**src/rtl/i2c_rx_pkg.sv**
```systemverilog
package i2c_rx_pkg;
  localparam int unsigned BYTE_W = 8;
  localparam int unsigned REG_W  = 8;

  typedef enum logic [1:0] {
    LOC_CTRL = 2'd0,
    LOC_STAT = 2'd1,
    LOC_DATA = 2'd2,
    LOC_SIZE = 2'd3
  } loc_e;

  // control layout inside location 0
  localparam int unsigned CTRL_FLUSH_BIT = 4;
  localparam int unsigned CTRL_NORESP_BIT = 5;
  localparam int unsigned CTRL_IE_BIT = 6;
  // status layout inside location 1
  localparam int unsigned STAT_OVF_BIT = 1;

  function automatic logic level_reached(input int unsigned fill, input int unsigned level);
    return fill >= level;
  endfunction

  function automatic int unsigned ptr_advance(input int unsigned ptr, input int unsigned depth);
    return (ptr == depth - 1) ? 0 : ptr + 1;
  endfunction
endpackage

```
**src/rtl/i2c_rx_store.sv**
```systemverilog
module i2c_rx_store #(
  parameter int unsigned DEPTH = 8,
  parameter int unsigned WIDTH = 8,
  localparam int unsigned PTR_W = (DEPTH > 1) ? $clog2(DEPTH) : 1,
  localparam int unsigned CNT_W = $clog2(DEPTH + 1)
) (
  input  logic             clk,
  input  logic             rst_n,
  input  logic             flush_go,
  input  logic             push_en,
  input  logic [WIDTH-1:0] push_data,
  input  logic             pop_req,
  output logic [WIDTH-1:0] head,
  output logic [CNT_W-1:0] count,
  output logic             empty,
  output logic             full
);
  import i2c_rx_pkg::*;

  logic [WIDTH-1:0] mem [DEPTH];
  logic [PTR_W-1:0] wr_ptr, rd_ptr;
  logic             pop_en;

  assign empty  = (count == '0);
  assign full   = (count == CNT_W'(DEPTH));
  assign pop_en = pop_req && !empty && !flush_go;
  assign head   = empty ? '0 : mem[rd_ptr];

  always_ff @(posedge clk) begin
    if (push_en) mem[wr_ptr] <= push_data;
  end

  always_ff @(posedge clk or negedge rst_n) begin
    if (!rst_n) begin
      wr_ptr <= '0;
      rd_ptr <= '0;
      count  <= '0;
    end else if (flush_go) begin
      wr_ptr <= '0;
      rd_ptr <= '0;
      count  <= '0;
    end else begin
      if (push_en) wr_ptr <= PTR_W'(ptr_advance(int'(wr_ptr), DEPTH));
      if (pop_en)  rd_ptr <= PTR_W'(ptr_advance(int'(rd_ptr), DEPTH));
      case ({push_en, pop_en})
        2'b10:   count <= count + 1'b1;
        2'b01:   count <= count - 1'b1;
        default: count <= count;
      endcase
    end
  end

  assert_count_cap_R1: assert property (@(posedge clk) disable iff (!rst_n)
    count <= CNT_W'(DEPTH));
  assert_push_room_R6: assert property (@(posedge clk) disable iff (!rst_n)
    push_en |-> !full);
  assert_flush_empties_R3: assert property (@(posedge clk) disable iff (!rst_n)
    flush_go |=> empty);
  assert_pushpop_level_R10: assert property (@(posedge clk) disable iff (!rst_n)
    (push_en && pop_en) |=> count == $past(count));
endmodule

```
**src/rtl/i2c_rx_respond.sv**
```systemverilog
module i2c_rx_respond (
  input  logic clk,
  input  logic rst_n,
  input  logic adr_match,
  input  logic byte_valid,
  input  logic no_resp,
  input  logic empty,
  input  logic full,
  input  logic flush_go,
  output logic adr_ack,
  output logic data_ack,
  output logic push_en,
  output logic overflow_evt
);
  // refuse_q: data of the current write transfer is being refused
  logic refuse_q;

  always_ff @(posedge clk or negedge rst_n) begin
    if (!rst_n)         refuse_q <= 1'b0;
    else if (adr_match) refuse_q <= !empty;
  end

  assign adr_ack      = !(no_resp && !empty);
  assign data_ack     = !refuse_q && !full;
  assign push_en      = byte_valid && data_ack && !flush_go;
  assign overflow_evt = byte_valid && !refuse_q && full;

  assert_busy_data_nack_R5: assert property (@(posedge clk) disable iff (!rst_n)
    (adr_match && !empty) ##1 (byte_valid && !adr_match) |-> !push_en && !data_ack);
  assert_idle_adr_ack_R4: assert property (@(posedge clk) disable iff (!rst_n)
    (adr_match && empty) |-> adr_ack);
endmodule

```
**src/rtl/i2c_rx_regs.sv**
```systemverilog
module i2c_rx_regs #(
  parameter int unsigned DEPTH = 8,
  parameter int unsigned THR_W = 4,
  localparam int unsigned CNT_W = $clog2(DEPTH + 1)
) (
  input  logic             clk,
  input  logic             rst_n,
  input  logic             reg_wr,
  input  logic             reg_rd,
  input  logic [1:0]       reg_addr,
  input  logic [7:0]       reg_wdata,
  input  logic [7:0]       head,
  input  logic [CNT_W-1:0] count,
  input  logic             empty,
  input  logic             full,
  input  logic             overflow_evt,
  output logic             flush_go,
  output logic             no_resp,
  output logic             pop_req,
  output logic             irq,
  output logic [7:0]       reg_rdata
);
  import i2c_rx_pkg::*;

  logic [THR_W-1:0] thr_q;
  logic             flush_q, noresp_q, ie_q, ovf_q;
  logic             ctrl_wr, stat_wr, ovf_clr, thr_hit;

  assign ctrl_wr = reg_wr && (reg_addr == LOC_CTRL);
  assign stat_wr = reg_wr && (reg_addr == LOC_STAT);
  assign ovf_clr = stat_wr && reg_wdata[STAT_OVF_BIT];
  assign pop_req = reg_rd && (reg_addr == LOC_DATA);
  assign thr_hit = level_reached(int'(count), int'(thr_q));

  always_ff @(posedge clk or negedge rst_n) begin
    if (!rst_n) begin
      thr_q    <= '0;
      flush_q  <= 1'b0;
      noresp_q <= 1'b0;
      ie_q     <= 1'b0;
      ovf_q    <= 1'b0;
    end else begin
      flush_q <= ctrl_wr && reg_wdata[CTRL_FLUSH_BIT];
      if (ctrl_wr) begin
        thr_q    <= reg_wdata[THR_W-1:0];
        noresp_q <= reg_wdata[CTRL_NORESP_BIT];
        ie_q     <= reg_wdata[CTRL_IE_BIT];
      end
      if (overflow_evt) ovf_q <= 1'b1;
      else if (ovf_clr) ovf_q <= 1'b0;
    end
  end

  assign flush_go = flush_q;
  assign no_resp  = noresp_q;
  assign irq      = ovf_q && ie_q;

  always_comb begin
    reg_rdata = '0;
    case (reg_addr)
      LOC_CTRL: begin
        reg_rdata[THR_W-1:0]       = thr_q;
        reg_rdata[CTRL_FLUSH_BIT]  = flush_q;
        reg_rdata[CTRL_NORESP_BIT] = noresp_q;
        reg_rdata[CTRL_IE_BIT]     = ie_q;
      end
      LOC_STAT: begin
        reg_rdata[0]            = thr_hit;
        reg_rdata[STAT_OVF_BIT] = ovf_q;
        reg_rdata[2]            = empty;
        reg_rdata[3]            = full;
        reg_rdata[7:4]          = 4'(count);
      end
      LOC_DATA: reg_rdata = head;
      default:  reg_rdata = 8'(DEPTH);
    endcase
  end

  assert_ovf_sticky_R7: assert property (@(posedge clk) disable iff (!rst_n)
    (ovf_q && !ovf_clr) |=> ovf_q);
  assert_ovf_set_wins_R7: assert property (@(posedge clk) disable iff (!rst_n)
    overflow_evt |=> ovf_q);
  assert_flush_self_clear_R3: assert property (@(posedge clk) disable iff (!rst_n)
    (flush_q && !(ctrl_wr && reg_wdata[CTRL_FLUSH_BIT])) |=> !flush_q);
  assert_irq_source_R8: assert property (@(posedge clk) disable iff (!rst_n)
    $rose(irq) |-> $past(overflow_evt) || $past(ctrl_wr));
  assert_thr_zero_R2: assert property (@(posedge clk) disable iff (!rst_n)
    (thr_q == '0) |-> thr_hit);
endmodule

```
**src/rtl/i2c_tgt_rx_fifo.sv**
```systemverilog
module i2c_tgt_rx_fifo #(
  parameter int unsigned DEPTH = 8,
  parameter int unsigned THR_W = 4
) (
  input  logic       clk,
  input  logic       rst_n,
  input  logic       adr_match,
  input  logic       byte_valid,
  input  logic [7:0] byte_data,
  output logic       adr_ack,
  output logic       data_ack,
  input  logic       reg_wr,
  input  logic       reg_rd,
  input  logic [1:0] reg_addr,
  input  logic [7:0] reg_wdata,
  output logic [7:0] reg_rdata,
  output logic       irq
);
  localparam int unsigned CNT_W = $clog2(DEPTH + 1);

  logic             flush_go, no_resp, pop_req;
  logic             push_en, overflow_evt;
  logic             empty, full;
  logic [7:0]       head;
  logic [CNT_W-1:0] count;

  i2c_rx_store #(.DEPTH(DEPTH), .WIDTH(8)) store_i (
    .clk(clk), .rst_n(rst_n), .flush_go(flush_go), .push_en(push_en),
    .push_data(byte_data), .pop_req(pop_req), .head(head), .count(count),
    .empty(empty), .full(full)
  );

  i2c_rx_respond respond_i (
    .clk(clk), .rst_n(rst_n), .adr_match(adr_match), .byte_valid(byte_valid),
    .no_resp(no_resp), .empty(empty), .full(full), .flush_go(flush_go),
    .adr_ack(adr_ack), .data_ack(data_ack), .push_en(push_en),
    .overflow_evt(overflow_evt)
  );

  i2c_rx_regs #(.DEPTH(DEPTH), .THR_W(THR_W)) regs_i (
    .clk(clk), .rst_n(rst_n), .reg_wr(reg_wr), .reg_rd(reg_rd),
    .reg_addr(reg_addr), .reg_wdata(reg_wdata), .head(head), .count(count),
    .empty(empty), .full(full), .overflow_evt(overflow_evt),
    .flush_go(flush_go), .no_resp(no_resp), .pop_req(pop_req), .irq(irq),
    .reg_rdata(reg_rdata)
  );

  assert_nack_keeps_level_R5: assert property (@(posedge clk) disable iff (!rst_n)
    (byte_valid && !data_ack) |=> count <= $past(count));
endmodule

```
**config.mk**
```make
export PLATFORM = sky130hd
export DESIGN_NAME = i2c_tgt_rx_fifo
export DESIGN_NICKNAME = d
export VERILOG_FILES = /design/src/rtl/i2c_rx_pkg.sv /design/src/rtl/i2c_rx_store.sv /design/src/rtl/i2c_rx_respond.sv /design/src/rtl/i2c_rx_regs.sv /design/src/rtl/i2c_tgt_rx_fifo.sv
export SDC_FILE = /design/constraint.sdc
export NUM_CORES = 1
export LEC_CHECK = 0
export BUFFER_PORTS_ARGS = -buffer_cell sky130_fd_sc_hd__buf_2
export CAP_MARGIN = 25
export CELL_PAD_IN_SITES_DETAIL_PLACEMENT = 1
export CELL_PAD_IN_SITES_GLOBAL_PLACEMENT = 1
export CORE_ASPECT_RATIO = 1.4
export CORE_UTILIZATION = 30
export CTS_BUF_LIST = sky130_fd_sc_hd__clkbuf_2 sky130_fd_sc_hd__clkbuf_4 sky130_fd_sc_hd__clkbuf_8
export CTS_CLUSTER_DIAMETER = 150
export DETAILED_ROUTE_END_ITERATION = 16
export MAX_ROUTING_LAYER = met4
export PLACE_DENSITY_LB_ADDON = 0.1
export SYNTH_ARGS = -nofsm -noshare
export SYNTH_HDL_FRONTEND = slang
export SYNTH_SLANG_ARGS = --single-unit
```
**constraint.sdc**
```tcl
create_clock -name clk -period 3.9 [get_ports clk]
set_clock_uncertainty 0.2 [all_clocks]
set_input_delay 0.39 -clock clk [delete_from_list [all_inputs] [get_ports clk]]
set_output_delay 0.39 -clock clk [all_outputs]
set_load 0.1 [all_outputs]
```
==> results.ini <==
[synth]
synth_top_area_share_pct = 50.5
synth_nets = 274
synthCells = 235
netlist_area_mm2 = 0.00380
synth_top_area_cell = edfxtp_1
synth_flop_cell = edfxtp_1
synth_seq_cells = 83
ys_types = 40
synth_edf_count = 64
async_flop_share_pct = 22.9
synth_area_leaders = edfxtp_1, dfrtp_1, mux4_2
seq_area_frac_synth_pct = 63.0
yosys_warnings = 0
syn_area_per_cell_um2 = 16.2

[critical_path]
crit_end = reg_rdata[4]
cp.depth = 4
path_cells = mux4_1, mux2i_1, o22ai_1, buf_2
startpoint_type = flip-flop
rr_worst_depth = 10
required_ns = 3.31
slowest_stage = dfrtp_1
cp-startpoint = store_i.rd_ptr[0]$_DFFE_PN0P_
critPathKind = flip-flop to output pin
cpPeakStageDelay_ns = 0.97
critPathCaptureType = output pin
arrival_ns = 2.75
r2r_end = store_i.count[2]$_DFFE_PN0P_
rrSetupSlack_ns = 0.83
crit_fanout = 18
reg2reg_from = store_i.count[1]$_DFFE_PN0P_
crit_buf_inv = 1
cp_top_family = flip-flops

[timing]
rsz0062_at_grt = false
setup-violations-final = 0
setup_ws_ns = 0.562
relSlewSlack_pct = 37.0
final.period_utilization_pct = 85.6
fmax_mhz = 300
hold_viol_final = 0
worstMarginPinSlew_ns = 0.945
min_period_ns = 3.34
slew_violations = 0
tns_ns = 0

[global_routing]
gr-total-overflow = 0
antenna_found_initial = 0
grt_pass1_wl_mm = 13.3
grt_start_max_net_pins = 20
grt_pass1_vias = 2305
grt_use_total_pct = 14.4

[worst_hold_path]
hold_class = input port to flip-flop

[cells_and_area]
multiInputGateArea_mm2 = 0.00131
utilization_pct = 35.6
seqCellArea_mm2 = 0.00240
layout.nets = 317
final_layout_size_suffix_gt1_share_pct = 28.3
fillers = 1285
syn_to_final_growth_pct = 15.9
diodes = 0

[routing]
ant_nets = 0
viasPerCell = 4.97
vias = 2150
wl_mm = 8.51
wl_per_cell_um = 19.7
drc = 0
drt_iter0_drc = 57
first_pass_iters = 4

[clock_tree]
cts_buffers = 9
clk_pin_slew_ns = 0.09
cts_max_level = 3
clock_path_buffers = 2
cts.sinks = 83
root_buffer = clkbuf_8
post_cts_buffers = 0
cts_tree = yes
clock_latency_ns = 0.35

[die]
initial_core_util_pct = 30.7
die_y_um = 135
dieArea_mm2 = 0.0131
rows = 48
die_width_um = 97.2
ios = 35
core-area_mm2 = 0.0124

[placement]
place.gp.congestion = 0.701
io_buffers = 33
post-place-ws_ns = 0.804
dp.final_hpwl_mm = 5.97

[job]
drv_cap = 0

[power_and_ir_drop]
peakVddDrop_uv = 249
power_density_mw_per_mm2 = 661
p_leak_nw = 1.63

[run_status]
outcome = finished clean

-- per-layer routing --
| layer | wire length, um | part of all wire, % | up-vias | track usage (%) |
|---|---|---|---|---|
| li1 | - | - | 1008 | - |
| met4 | 125 | 1.5 | 0 | 5.47 |
| met3 | 242 | 2.8 | 7 | 3.04 |
| met5 | 0 | 0 | - | - |
| met2 | 4450 | 52 | 33 | 25.2 |
| met1 | 3690 | 43 | 1102 | 16.1 |
-- state kept, by name (all words and copies together) (netlist names), 3 cells and up --
signal and cells:
store_i.rd_ptr 3, store_i.count 4, regs_i.thr_q 4, store_i.wr_ptr 3, store_i.mem 64
-- cells in the final DEF, fill, tap and decap left out, types with 7 or more instances in the layout --
cell,instances
nand2_1,9
mux2_2,9
inv_1,7
buf_2,33
dfrtp_1,19
mux4_2,9
edfxtp_1,64
nor2_1,11
buf_4,9
mux2i_1,11
ha_1,15
clkbuf_8,9
-- area by class of cell --
cell class              instances  share of cell area (%)
flip-flops and latches         83                    54.4
multi-input cells             133                    29.8
repair buffers                 44                    5.74
well taps                     150                    4.26
clock buffers                   9                    2.81
clock inverters                 7                    2.41
inverters                       7                   0.596
-- where the power goes --
part | internal (W) | total [W] | leakage (nW) | switching (W)
registers | 0.00104 | 0.00126 | 0.813 | 0.000219
clock network | 0.000372 | 0.000712 | 0.110 | 0.000340
logic | 0.000377 | 0.000937 | 0.707 | 0.000560
-- cells by family (layout without fill, tap and decap cells) --
family                     after synthesis  after routing  share of synthesized area, %
AOI/OAI and AO/OA                       28             28                          5.33
xor gates and xnor gates                 4              4                         0.921
adders and majority gates               15             15                          4.93
buffers and inverters                   19             67                          2.63
DFF                                     83             83                          63.0
muxes                                   35             35                          15.0
and+or+nand+nor                         51             51                          8.13
-- stage by stage --
stage / std cells / cell area [um^2] / hold slack, ns / total power [W]
floorplan: 235 / 3800 / -0.106 / 0.00200
global placement: 415 / 4160 / 0.194 / 0.00223
detailed placement: 415 / 4160 / 0.199 / 0.00225
CTS: 433 / 4410 / 0.0377 / 0.00297
global route: 433 / 4410 / 0.0452 / 0.00308
finish: 433 / 4410 / 0.0595 / 0.00291
-- how the worst min path moves through the flow --
stage,startpoint,to,slack (ns),cells past startpoint
global route,reg_wdata[3],regs_i.thr_q[3]$_DFFE_PN0P_,0.05,2
finish,reg_wdata[6],regs_i.ie_q$_DFFE_PN0P_,0.06,2
CTS,reg_wdata[6],regs_i.ie_q$_DFFE_PN0P_,0.04,2
detailed placement,rst_n,store_i.count[0]$_DFFE_PN0P_,0.20,1
global placement,rst_n,store_i.count[0]$_DFFE_PN0P_,0.19,1
floorplan,rst_n,regs_i.flush_go$_DFF_PN0_,-0.11,0
-- cells in the mapped netlist, drive strengths merged, types with 2 or more instances --
library cell and number:
and3b 2, nor3 3, o21ai 3, mux2i 11
nor3b 4, a22oi 6, edfxtp 64, inv 7
or3 2, nand4b 2, clkbuf 3, o22ai 6
mux2 9, mux4 15, ha 15, nor2 11
dfrtp 19, buf 9, nand2b 6, nand3b 3
a21oi 6, nor4 2, nand2 9, xor2 4
nand3 3
-- what timing repair did --
item,in CTS,in global routing
endpoints found under the setup margin,0,0
gates resized for setup,0,0
hold endpoints to repair,20,0
hold buffers,2,0
Note: power is estimated with default switching activity, not from simulation.
